## src/rtl/pmp_pkg.sv

```systemverilog
package pmp_pkg;
   localparam int MAX_ENTRIES = 16;
   localparam int CFG_REGS    = MAX_ENTRIES / 4;

   typedef enum logic [1:0] {
      ACC_READ  = 2'd0,
      ACC_WRITE = 2'd1,
      ACC_EXEC  = 2'd2,
      ACC_RMW   = 2'd3
   } acc_kind_e;

   // keep lock, mode LSB and the three permission flags
   function automatic logic [7:0] legal_cfg(input logic [7:0] raw);
      return {raw[7], 3'b000, raw[3], raw[2:0]};
   endfunction

   function automatic logic perm_ok(input logic [1:0] kind, input logic [7:0] cfg);
      logic ok;
      case (kind)
         ACC_READ:  ok = cfg[0];
         ACC_WRITE: ok = cfg[1];
         ACC_EXEC:  ok = cfg[2];
         default:   ok = cfg[0] & cfg[1];
      endcase
      return ok;
   endfunction
endpackage

```

## src/rtl/pmp_entry.sv

```systemverilog
module pmp_entry #(
   parameter int GRAN_ZB = 2
) (
   input  logic        clk,
   input  logic        rst_n,
   input  logic        cfg_we,
   input  logic [7:0]  cfg_wdata,
   input  logic        bnd_we,
   input  logic [29:0] bnd_wdata,
   input  logic [29:0] lo_bound,
   input  logic [29:0] acc_word,
   output logic [7:0]  cfg_q,
   output logic [29:0] bnd_q,
   output logic        hit
);
   import pmp_pkg::*;

   localparam logic [29:0] BND_MASK = ~((30'd1 << GRAN_ZB) - 30'd1);

   logic locked;
   assign locked = cfg_q[7];

   always_ff @(posedge clk) begin
      if (!rst_n) begin
         cfg_q <= 8'h00;
         bnd_q <= 30'd0;
      end else if (!locked) begin
         if (cfg_we) cfg_q <= legal_cfg(cfg_wdata);
         if (bnd_we) bnd_q <= bnd_wdata & BND_MASK;
      end
   end

   assign hit = cfg_q[3] && (acc_word >= lo_bound) && (acc_word < bnd_q);
endmodule

```

## src/rtl/pmp_select.sv

```systemverilog
module pmp_select #(
   parameter int N = 16
) (
   input  logic [N-1:0]      hit,
   input  logic [N-1:0][7:0] cfg,
   input  logic [1:0]        acc_kind,
   input  logic              acc_mmode,
   output logic              any_hit,
   output logic              fault
);
   import pmp_pkg::*;

   logic [7:0] win_cfg;

   always_comb begin
      any_hit = 1'b0;
      win_cfg = 8'h00;
      for (int i = N - 1; i >= 0; i--) begin
         if (hit[i]) begin
            any_hit = 1'b1;
            win_cfg = cfg[i];
         end
      end
      if (!any_hit)
         fault = !acc_mmode;
      else if (acc_mmode && !win_cfg[7])
         fault = 1'b0;
      else
         fault = !perm_ok(acc_kind, win_cfg);
   end
endmodule

```

## src/rtl/pmp_guard.sv

```systemverilog
module pmp_guard #(
   parameter int NUM_ENTRIES = 8,
   parameter int GRAN_BYTES  = 16
) (
   input  logic        clk,
   input  logic        rst_n,
   input  logic        csr_wr,
   input  logic [4:0]  csr_addr,
   input  logic [31:0] csr_wdata,
   output logic [31:0] csr_rdata,
   input  logic [29:0] acc_word,
   input  logic [1:0]  acc_kind,
   input  logic        acc_mmode,
   output logic        fault
);
   import pmp_pkg::*;

   localparam int GRAN_ZB = $clog2(GRAN_BYTES) - 2;

   if (NUM_ENTRIES < 1 || NUM_ENTRIES > MAX_ENTRIES) begin : g_bad_count
      $error("pmp_guard: NUM_ENTRIES out of range");
   end
   if (GRAN_BYTES < 4 || (GRAN_BYTES & (GRAN_BYTES - 1)) != 0) begin : g_bad_gran
      $error("pmp_guard: GRAN_BYTES must be a power of two >= 4");
   end

   logic [MAX_ENTRIES-1:0][7:0]  cfg_q;
   logic [MAX_ENTRIES-1:0][29:0] bnd_q;
   logic [MAX_ENTRIES-1:0]       hit;
   logic                         any_hit;

   for (genvar i = 0; i < MAX_ENTRIES; i++) begin : g_ent
      if (i < NUM_ENTRIES) begin : g_real
         logic        cfg_we_i;
         logic        bnd_we_i;
         logic [29:0] lo_i;
         assign cfg_we_i = csr_wr && (csr_addr == 5'(i / 4));
         assign bnd_we_i = csr_wr && (csr_addr == 5'(16 + i));
         if (i == 0) begin : g_base
            assign lo_i = 30'd0;
         end else begin : g_chain
            assign lo_i = bnd_q[i-1];
         end
         pmp_entry #(.GRAN_ZB(GRAN_ZB)) i_entry (
            .clk      (clk),
            .rst_n    (rst_n),
            .cfg_we   (cfg_we_i),
            .cfg_wdata(csr_wdata[8*(i%4) +: 8]),
            .bnd_we   (bnd_we_i),
            .bnd_wdata(csr_wdata[29:0]),
            .lo_bound (lo_i),
            .acc_word (acc_word),
            .cfg_q    (cfg_q[i]),
            .bnd_q    (bnd_q[i]),
            .hit      (hit[i])
         );
      end else begin : g_empty
         assign cfg_q[i] = 8'h00;
         assign bnd_q[i] = 30'd0;
         assign hit[i]   = 1'b0;
      end
   end

   always_comb begin
      csr_rdata = 32'd0;
      if (csr_addr[4])
         csr_rdata = {2'b00, bnd_q[csr_addr[3:0]]};
      else if (csr_addr[3:2] == 2'b00)
         csr_rdata = {cfg_q[{csr_addr[1:0], 2'd3}], cfg_q[{csr_addr[1:0], 2'd2}],
                      cfg_q[{csr_addr[1:0], 2'd1}], cfg_q[{csr_addr[1:0], 2'd0}]};
   end

   pmp_select #(.N(MAX_ENTRIES)) i_select (
      .hit      (hit),
      .cfg      (cfg_q),
      .acc_kind (acc_kind),
      .acc_mmode(acc_mmode),
      .any_hit  (any_hit),
      .fault    (fault)
   );
endmodule

```

## config.mk

```make
export PLATFORM = sky130hd
export DESIGN_NAME = pmp_guard
export DESIGN_NICKNAME = d
export VERILOG_FILES = /design/src/rtl/pmp_pkg.sv /design/src/rtl/pmp_entry.sv /design/src/rtl/pmp_select.sv /design/src/rtl/pmp_guard.sv
export SDC_FILE = /design/constraint.sdc
export NUM_CORES = 1
export LEC_CHECK = 0
export ABC_AREA = 1
export BUFFER_PORTS_ARGS = -buffer_cell sky130_fd_sc_hd__buf_2
export CORE_MARGIN = 2
export CORE_UTILIZATION = 45
export DETAILED_ROUTE_END_ITERATION = 8
export SETUP_SLACK_MARGIN = 0.5
export SYNTH_ARGS = -nofsm -noshare
export SYNTH_HDL_FRONTEND = slang
export SYNTH_SLANG_ARGS = --single-unit
```

## constraint.sdc

```tcl
create_clock -name clk -period 5 [get_ports clk]
set_input_delay 0.75 -clock clk [delete_from_list [all_inputs] [get_ports clk]]
set_output_delay 0.75 -clock clk [all_outputs]
set_load 0.02 [all_outputs]
```

=== Word-level counts from Yosys, hierarchy flattened ===
Cells that the tools add are included.

* Register bits after elaboration: 264
* Output and inout bits: 33
* Word-level logic and storage cells: 163

* Muxes and demuxes: 49
* Eq/ne operators: 11
* Reduce and logical (&&, ||, !) cells: 49
* Order comparisons: 21
* Bitwise logic cells: 9

{| class="wikitable"
|+ Operator list
! cell !! number
|-
| less-than comparator 30 bit || 8
|-
| 2-to-1 mux 8 bit || 28
|-
| >= comparator 30 bit || 7
|-
| binary-select mux 30 bit (select 4 bit) || 1
|-
| binary-select mux 8 bit (select 2 bit) || 4
|-
| 2-to-1 mux 32 bit || 2
|-
| equality test 5 bit, second input constant || 8
|-
| AND reduction 2 bit || 16
|-
| >= comparator 30 x 1 -> 1 bit, second input constant || 1
|-
| 2-to-1 mux 30 bit || 1
|-
| logical AND 1 bit || 27
|-
| less-than comparator 4 x 5 -> 1 bit, second input constant || 5
|-
| 2-to-1 mux 1 bit || 12
|-
| inverter 1 bit || 8
|-
| equality test 5 x 1 -> 1 bit, second input constant || 1
|-
| zero test 5 bit || 1
|-
| zero test 2 bit || 2
|-
| zero test 1 bit || 3
|-
| one-hot mux 1 bit (3 select lines) || 1
|-
| equality test 2 x 1 -> 1 bit, second input constant || 1
|-
| equality test 2 bit, second input constant || 1
|-
| AND 1 bit || 1
|}

=== Logic depth before layout (Yosys ltp) ===
* Word-level depth: 18
* Mapped depth: 27

=== Cells and area by module ===
A second synthesis with hierarchy kept.

* Cells, all modules: 4057
* Area total of the unflattened synthesis: 25567.0 um2

{| class="wikitable"
|+ By module, submodules not included
! module !! cells each !! area an instance (um2) !! times used
|-
| pmp_entry || 379 || 2663.8 || 8
|-
| pmp_guard || 843 || 3472.1 || 1
|-
| pmp_select || 182 || 784.5 || 1
|}

=== Worst setup path after synthesis ===
No wires, ideal clock.

* Path kind: input-to-output
* Start point: in acc_word[19]
* End point: out fault
* Path slack: 1586 ps
* Arrival: 2664 ps
* Cell stages on the path: 19
* Data required time: 4250 ps
* Cell sequence: ha_1 a21oi_2 nor2_1 nor2_1 nand3_1 a21oi_2 nand2_1 nor2_2 nand2_4 or2_0 nand2_1 nand2_1 nand2_1 nand2_1 nand2_1 nand2_1 nand2_1 nor2_1 nor2_1

* Word-level cells in the longest chain between the ends: 18
* Elaborated cells on any way between the ends: 57
* Classes of those cells: order compare (16); mux (21); bitwise (1); reduce/logical (19)

{| class="wikitable"
|+ RTL lines
! what !! line !! RTL
|-
| start, declared || pmp_guard.sv:11 || <nowiki>input logic [29:0] acc_word,</nowiki>
|-
| >= comparator 30 bit || pmp_entry.sv:33 || <nowiki>assign hit = cfg_q[3] && (acc_word >= lo_bound) && (acc_word < bnd_q);</nowiki>
|-
| logical AND 1 bit (2 in series) || pmp_entry.sv:33 ||
|-
| 2-to-1 mux 8 bit (8 in series) || pmp_select.sv:19 || <nowiki>if (hit[i]) begin</nowiki>
|-
| AND 1 bit || pmp_pkg.sv:23 || <nowiki>default: ok = cfg[0] & cfg[1];</nowiki>
|-
| one-hot mux 1 bit (3 select lines) || pmp_pkg.sv:19 || <nowiki>case (kind)</nowiki>
|-
| 2-to-1 mux 1 bit || pmp_select.sv:26 || <nowiki>else if (acc_mmode && !win_cfg[7])</nowiki>
|-
| 2-to-1 mux 1 bit || pmp_select.sv:24 || <nowiki>if (!any_hit)</nowiki>
|-
| zero test 1 bit || pmp_select.sv:29 || <nowiki>fault = !perm_ok(acc_kind, win_cfg);</nowiki>
|-
| 2-to-1 mux 1 bit || pmp_select.sv:26 ||
|-
| 2-to-1 mux 1 bit * || pmp_select.sv:24 ||
|-
| end, declared || pmp_guard.sv:14 || <nowiki>output logic fault</nowiki>
|}

Every way passes the cells marked *; elsewhere a longest branch is shown, timed or not. The select of a mux whose other input is x is not followed.

=== Worst setup path after layout ===
* Start point: reg g_ent[6].g_real.i_entry.bnd_q[13]
* End point: out fault

* Word-level cells in the longest chain between the ends: 18
* Elaborated cells on any way between the ends: 30
* Classes of those cells: order compare (2); mux (21); bitwise (1); reduce/logical (6)

{| class="wikitable"
|+ RTL lines
! what !! line !! RTL
|-
| start, declared || pmp_entry.sv:13 || <nowiki>output logic [29:0] bnd_q,</nowiki>
|-
| start signal, assigned || pmp_entry.sv:29 || <nowiki>if (bnd_we) bnd_q <= bnd_wdata & BND_MASK;</nowiki>
|-
| >= comparator 30 bit || pmp_entry.sv:33 ||
|-
| logical AND 1 bit (2 in series) || pmp_entry.sv:33 ||
|-
| 2-to-1 mux 8 bit (8 in series) || pmp_select.sv:19 ||
|-
| AND 1 bit || pmp_pkg.sv:23 ||
|-
| one-hot mux 1 bit (3 select lines) || pmp_pkg.sv:19 ||
|-
| 2-to-1 mux 1 bit || pmp_select.sv:26 ||
|-
| 2-to-1 mux 1 bit || pmp_select.sv:24 ||
|-
| zero test 1 bit || pmp_select.sv:29 ||
|-
| 2-to-1 mux 1 bit || pmp_select.sv:26 ||
|-
| 2-to-1 mux 1 bit * || pmp_select.sv:24 ||
|}

Marks and branches as above.

==> flow_summary.json <==
{
  "gp_congestion": 0.940,
  "worst_r2r_path_depth": 4,
  "ys_top_cells_by_area": "dfxtp_1, ha_1, a21oi_1",
  "antenna_found_initial": 0,
  "fin_tns_setup_ns": 0,
  "hp-start": "csr_wdata[1]",
  "drtIter0Drc": 1185,
  "syn_area_mm2": 0.0167,
  "cts-root-buf": "clkbuf_16",
  "r2r_slack_ns": 3.15,
  "finalCriticalPeriod_ns": 4.28,
  "switching_power_mw": 1.42,
  "cp-start-kind": "register",
  "remaining_drc_errors": 0,
  "fillers": 3705,
  "layout_common_cells": "a21oi_1, inv_1, o21ai_0",
  "syn_nets": 2573,
  "wire_per_inst_um": 21.2,
  "nNetsFinal": 2619,
  "htreeDepth": 1,
  "endpoint_kind": "output pin",
  "ys_ff_latch": 264,
  "slew_headroom_pct": 33.9,
  "drv_slew": 0,
  "netlist.top_cell.by_area": "dfxtp_1",
  "grt_pass1_wl_mm": 89.9,
  "firstDrtPassIters": 6,
  "drive_gt1_share_pct": 10.4,
  "grtUsageTotal_pct": 30.3,
  "cts_buffer_depth": 3,
  "worstPathMaxFanout": 3,
  "arrival_ns": 3.53,
  "pwr-share-clk_pct": 44.7,
  "rows": 70,
  "port_buffers": 103,
  "status": "finished, final reports clean",
  "p_sw_share_pct": 28.3,
  "worst_pin_slew_ns": 0.992,
  "final_area_mm2": 0.0187,
  "syn_to_final_growth_pct": 11.7,
  "r2r-start": "g_ent[2].g_real.i_entry.cfg_q[7]",
  "ctsHoldBuffers": 0,
  "path_clk_slew_ns": 0.06,
  "synth_top_area_share_pct": 31.6,
  "comb_power_share_pct": 12.6,
  "yosys_warnings": 0,
  "finalCoreUtilization_pct": 51.0,
  "vias": 16200,
  "ios": 106,
  "hold_violations": 0,
  "synth-edff-count": 0,
  "pwr-share-seq_pct": 42.8,
  "grt_max_degree": 137,
  "placed_area_mm2": 0.0176,
  "hold_end": "g_ent[0].g_real.i_entry.cfg_q[1]",
  "routed_wl_mm": 59.6,
  "place_hpwl_mm": 41.5,
  "overflow": 0,
  "synthArstFlopShare_pct": 0,
  "core_area_mm2": 0.0366,
  "leakage_nw": 7.54,
  "synthCells": 2277,
  "cap_violations": 0,
  "r2r_end": "g_ent[2].g_real.i_entry.bnd_q[19]",
  "syn_avg_cell_area_um2": 7.34,
  "yosysUniqueCellTypes": 46,
  "final_common_cell": "a21oi_1",
  "clk_latency_ns": 0.59,
  "grt_pass1_vias": 15600,
  "intPower_mw": 3.60,
  "ant_nets": 0,
  "clock.fmax_mhz": 233,
  "vias_per_cell": 5.77,
  "antenna_cells": 0,
  "initial_utilization_pct": 45.7,
  "yosys_most_used_dff": "dfxtp_1",
  "crit_type": "reg2out",
  "setup_viol": 0,
  "clkSinkCount": 264,
  "die_x_um": 197,
  "post_cts_buffers": 0,
  "fp.dieH_um": 197,
  "fin_skew_ns": 0.0163,
  "ir_drop_mv": 0.285,
  "rsz0062_at_grt": "false",
  "numCtsBuffers": 31,
  "die_area_mm2": 0.0387,
  "power_density_mw_per_mm2": 269,
  "required_ns": 4.25,
  "hp-class": "in2reg",
  "tritoncts": "yes",
  "ys_seq_area_share_pct": 31.6,
  "period_share_pct": 85.7,
  "p_total_mw": 5.02,
  "worst_hold_path.num_cells": 3
}
worst max-delay path by stage:
stage          cells past startpoint  endpoint  slack [ns]                         startpoint
6_report                          25     fault        0.72  g_ent[6].g_real.i_entry.bnd_q[13]
5_1_grt                           20     fault        0.51  g_ent[2].g_real.i_entry.bnd_q[21]
4_1_cts                           18     fault        0.73  g_ent[0].g_real.i_entry.bnd_q[29]
3_5_place_dp                      18     fault        0.78                       acc_word[29]
3_3_place_gp                      19     fault        0.82                       acc_word[19]
2_1_floorplan                     19     fault        1.59                       acc_word[19]
through the flow:
step / hold WS, ns / worst slack [ns] / instances
after floorplan: 0.472 / 1.59 / 2277
after global placement: 0.509 / 0.820 / 2758
after detailed placement: 0.516 / 0.779 / 2758
after CTS: 0.387 / 0.727 / 2814
after global routing: 0.420 / 0.511 / 2814
final: 0.409 / 0.716 / 2814
worst max-delay path, cell delays in order (launching register included):
cell	delay [ns]
dfxtp_1	0.33
inv_1	0.07
ha_1	0.29
nand2_1	0.07
nor2_1	0.30
and2_1	0.27
nand2_1	0.07
nand3_1	0.14
nand2_1	0.10
nand3_1	0.16
nand2_1	0.11
clkinv_1	0.08
nand3_1	0.07
nand2_1	0.07
nand2_1	0.05
nand2_1	0.05
nand2_1	0.04
nand2_1	0.05
nand2_1	0.05
nand2_1	0.08
nand2_1	0.06
nand2_1	0.06
nand2_1	0.05
nor2_1	0.10
nor2_1	0.06
buf_2	0.16
registers in the layout, summed over array words and instances, names as in the netlist:
name and cells:
g_ent.g_real.i_entry.cfg_q 40, g_ent.g_real.i_entry.bnd_q 224
synth_stat cells (2+ instances only):
library cell	instances
a21oi_1	365
inv_1	310
o21ai_0	305
dfxtp_1	264
nand2_1	260
ha_1	223
clkbuf_1	85
nor2_1	79
a22oi_1	54
nand3_1	52
o22ai_1	44
o221ai_1	34
nand4_1	21
buf_2	20
o21ai_1	20
a22o_1	17
clkinv_1	15
nor2_2	14
nor3_1	14
inv_2	12
buf_1	8
o21a_1	8
a21o_1	6
nor2_4	4
a211oi_1	3
a21oi_2	3
nand2_2	3
nand2_4	3
nand3_2	3
nand3b_1	3
nor3b_2	3
nor4_1	3
and2_1	2
and3_1	2
buf_4	2
o211ai_1	2
or2_2	2
timing repair:
item | in CTS | in global routing
resized for setup | 0 | 4
hold endpoints to repair | 0 | 0
endpoints found under the setup margin | 0 | 1
layout make-up:
class	count	area (µm²)	share of cell area (%)
timing repair buffer	128	734	3.93
sequential	264	5290	28.3
multi-input combinational	1561	9800	52.5
clock inverter	15	118	0.630
clock buffer	41	873	4.68
tap	468	586	3.14
inverter	337	1260	6.78
routing by layer:
| layer | GRT usage, % | up-vias | wire length (µm) |
|---|---|---|---|
| met5 | 0 | - | 0 |
| met4 | 14.2 | 0 | 2940 |
| met3 | 4.48 | 147 | 3800 |
| met2 | 51.4 | 527 | 28100 |
| met1 | 37.9 | 7616 | 24800 |
| li1 | - | 7941 | - |
power by group through the flow:
stage               Combinational (mW)  Sequential [mW]  Clock (mW)
floorplan                        0.379             2.19           0
global route                     0.703             2.15        2.35
detailed placement               0.619             2.19           0
CTS                              0.622             2.15        2.28
finish                           0.631             2.15        2.24
global placement                 0.604             2.19           0
cell families (layout without fill, tap and decap cells):
logic type	Yosys count	in the layout	synth area share, %
buf+inv	452	521	10.3
compound gates	864	864	28.6
fa+ha+maj	223	223	16.7
other cells	1	1	0.0224
simple gates	473	473	12.8
flops	264	264	31.6
Note: power is estimated with default switching activity, not from simulation.
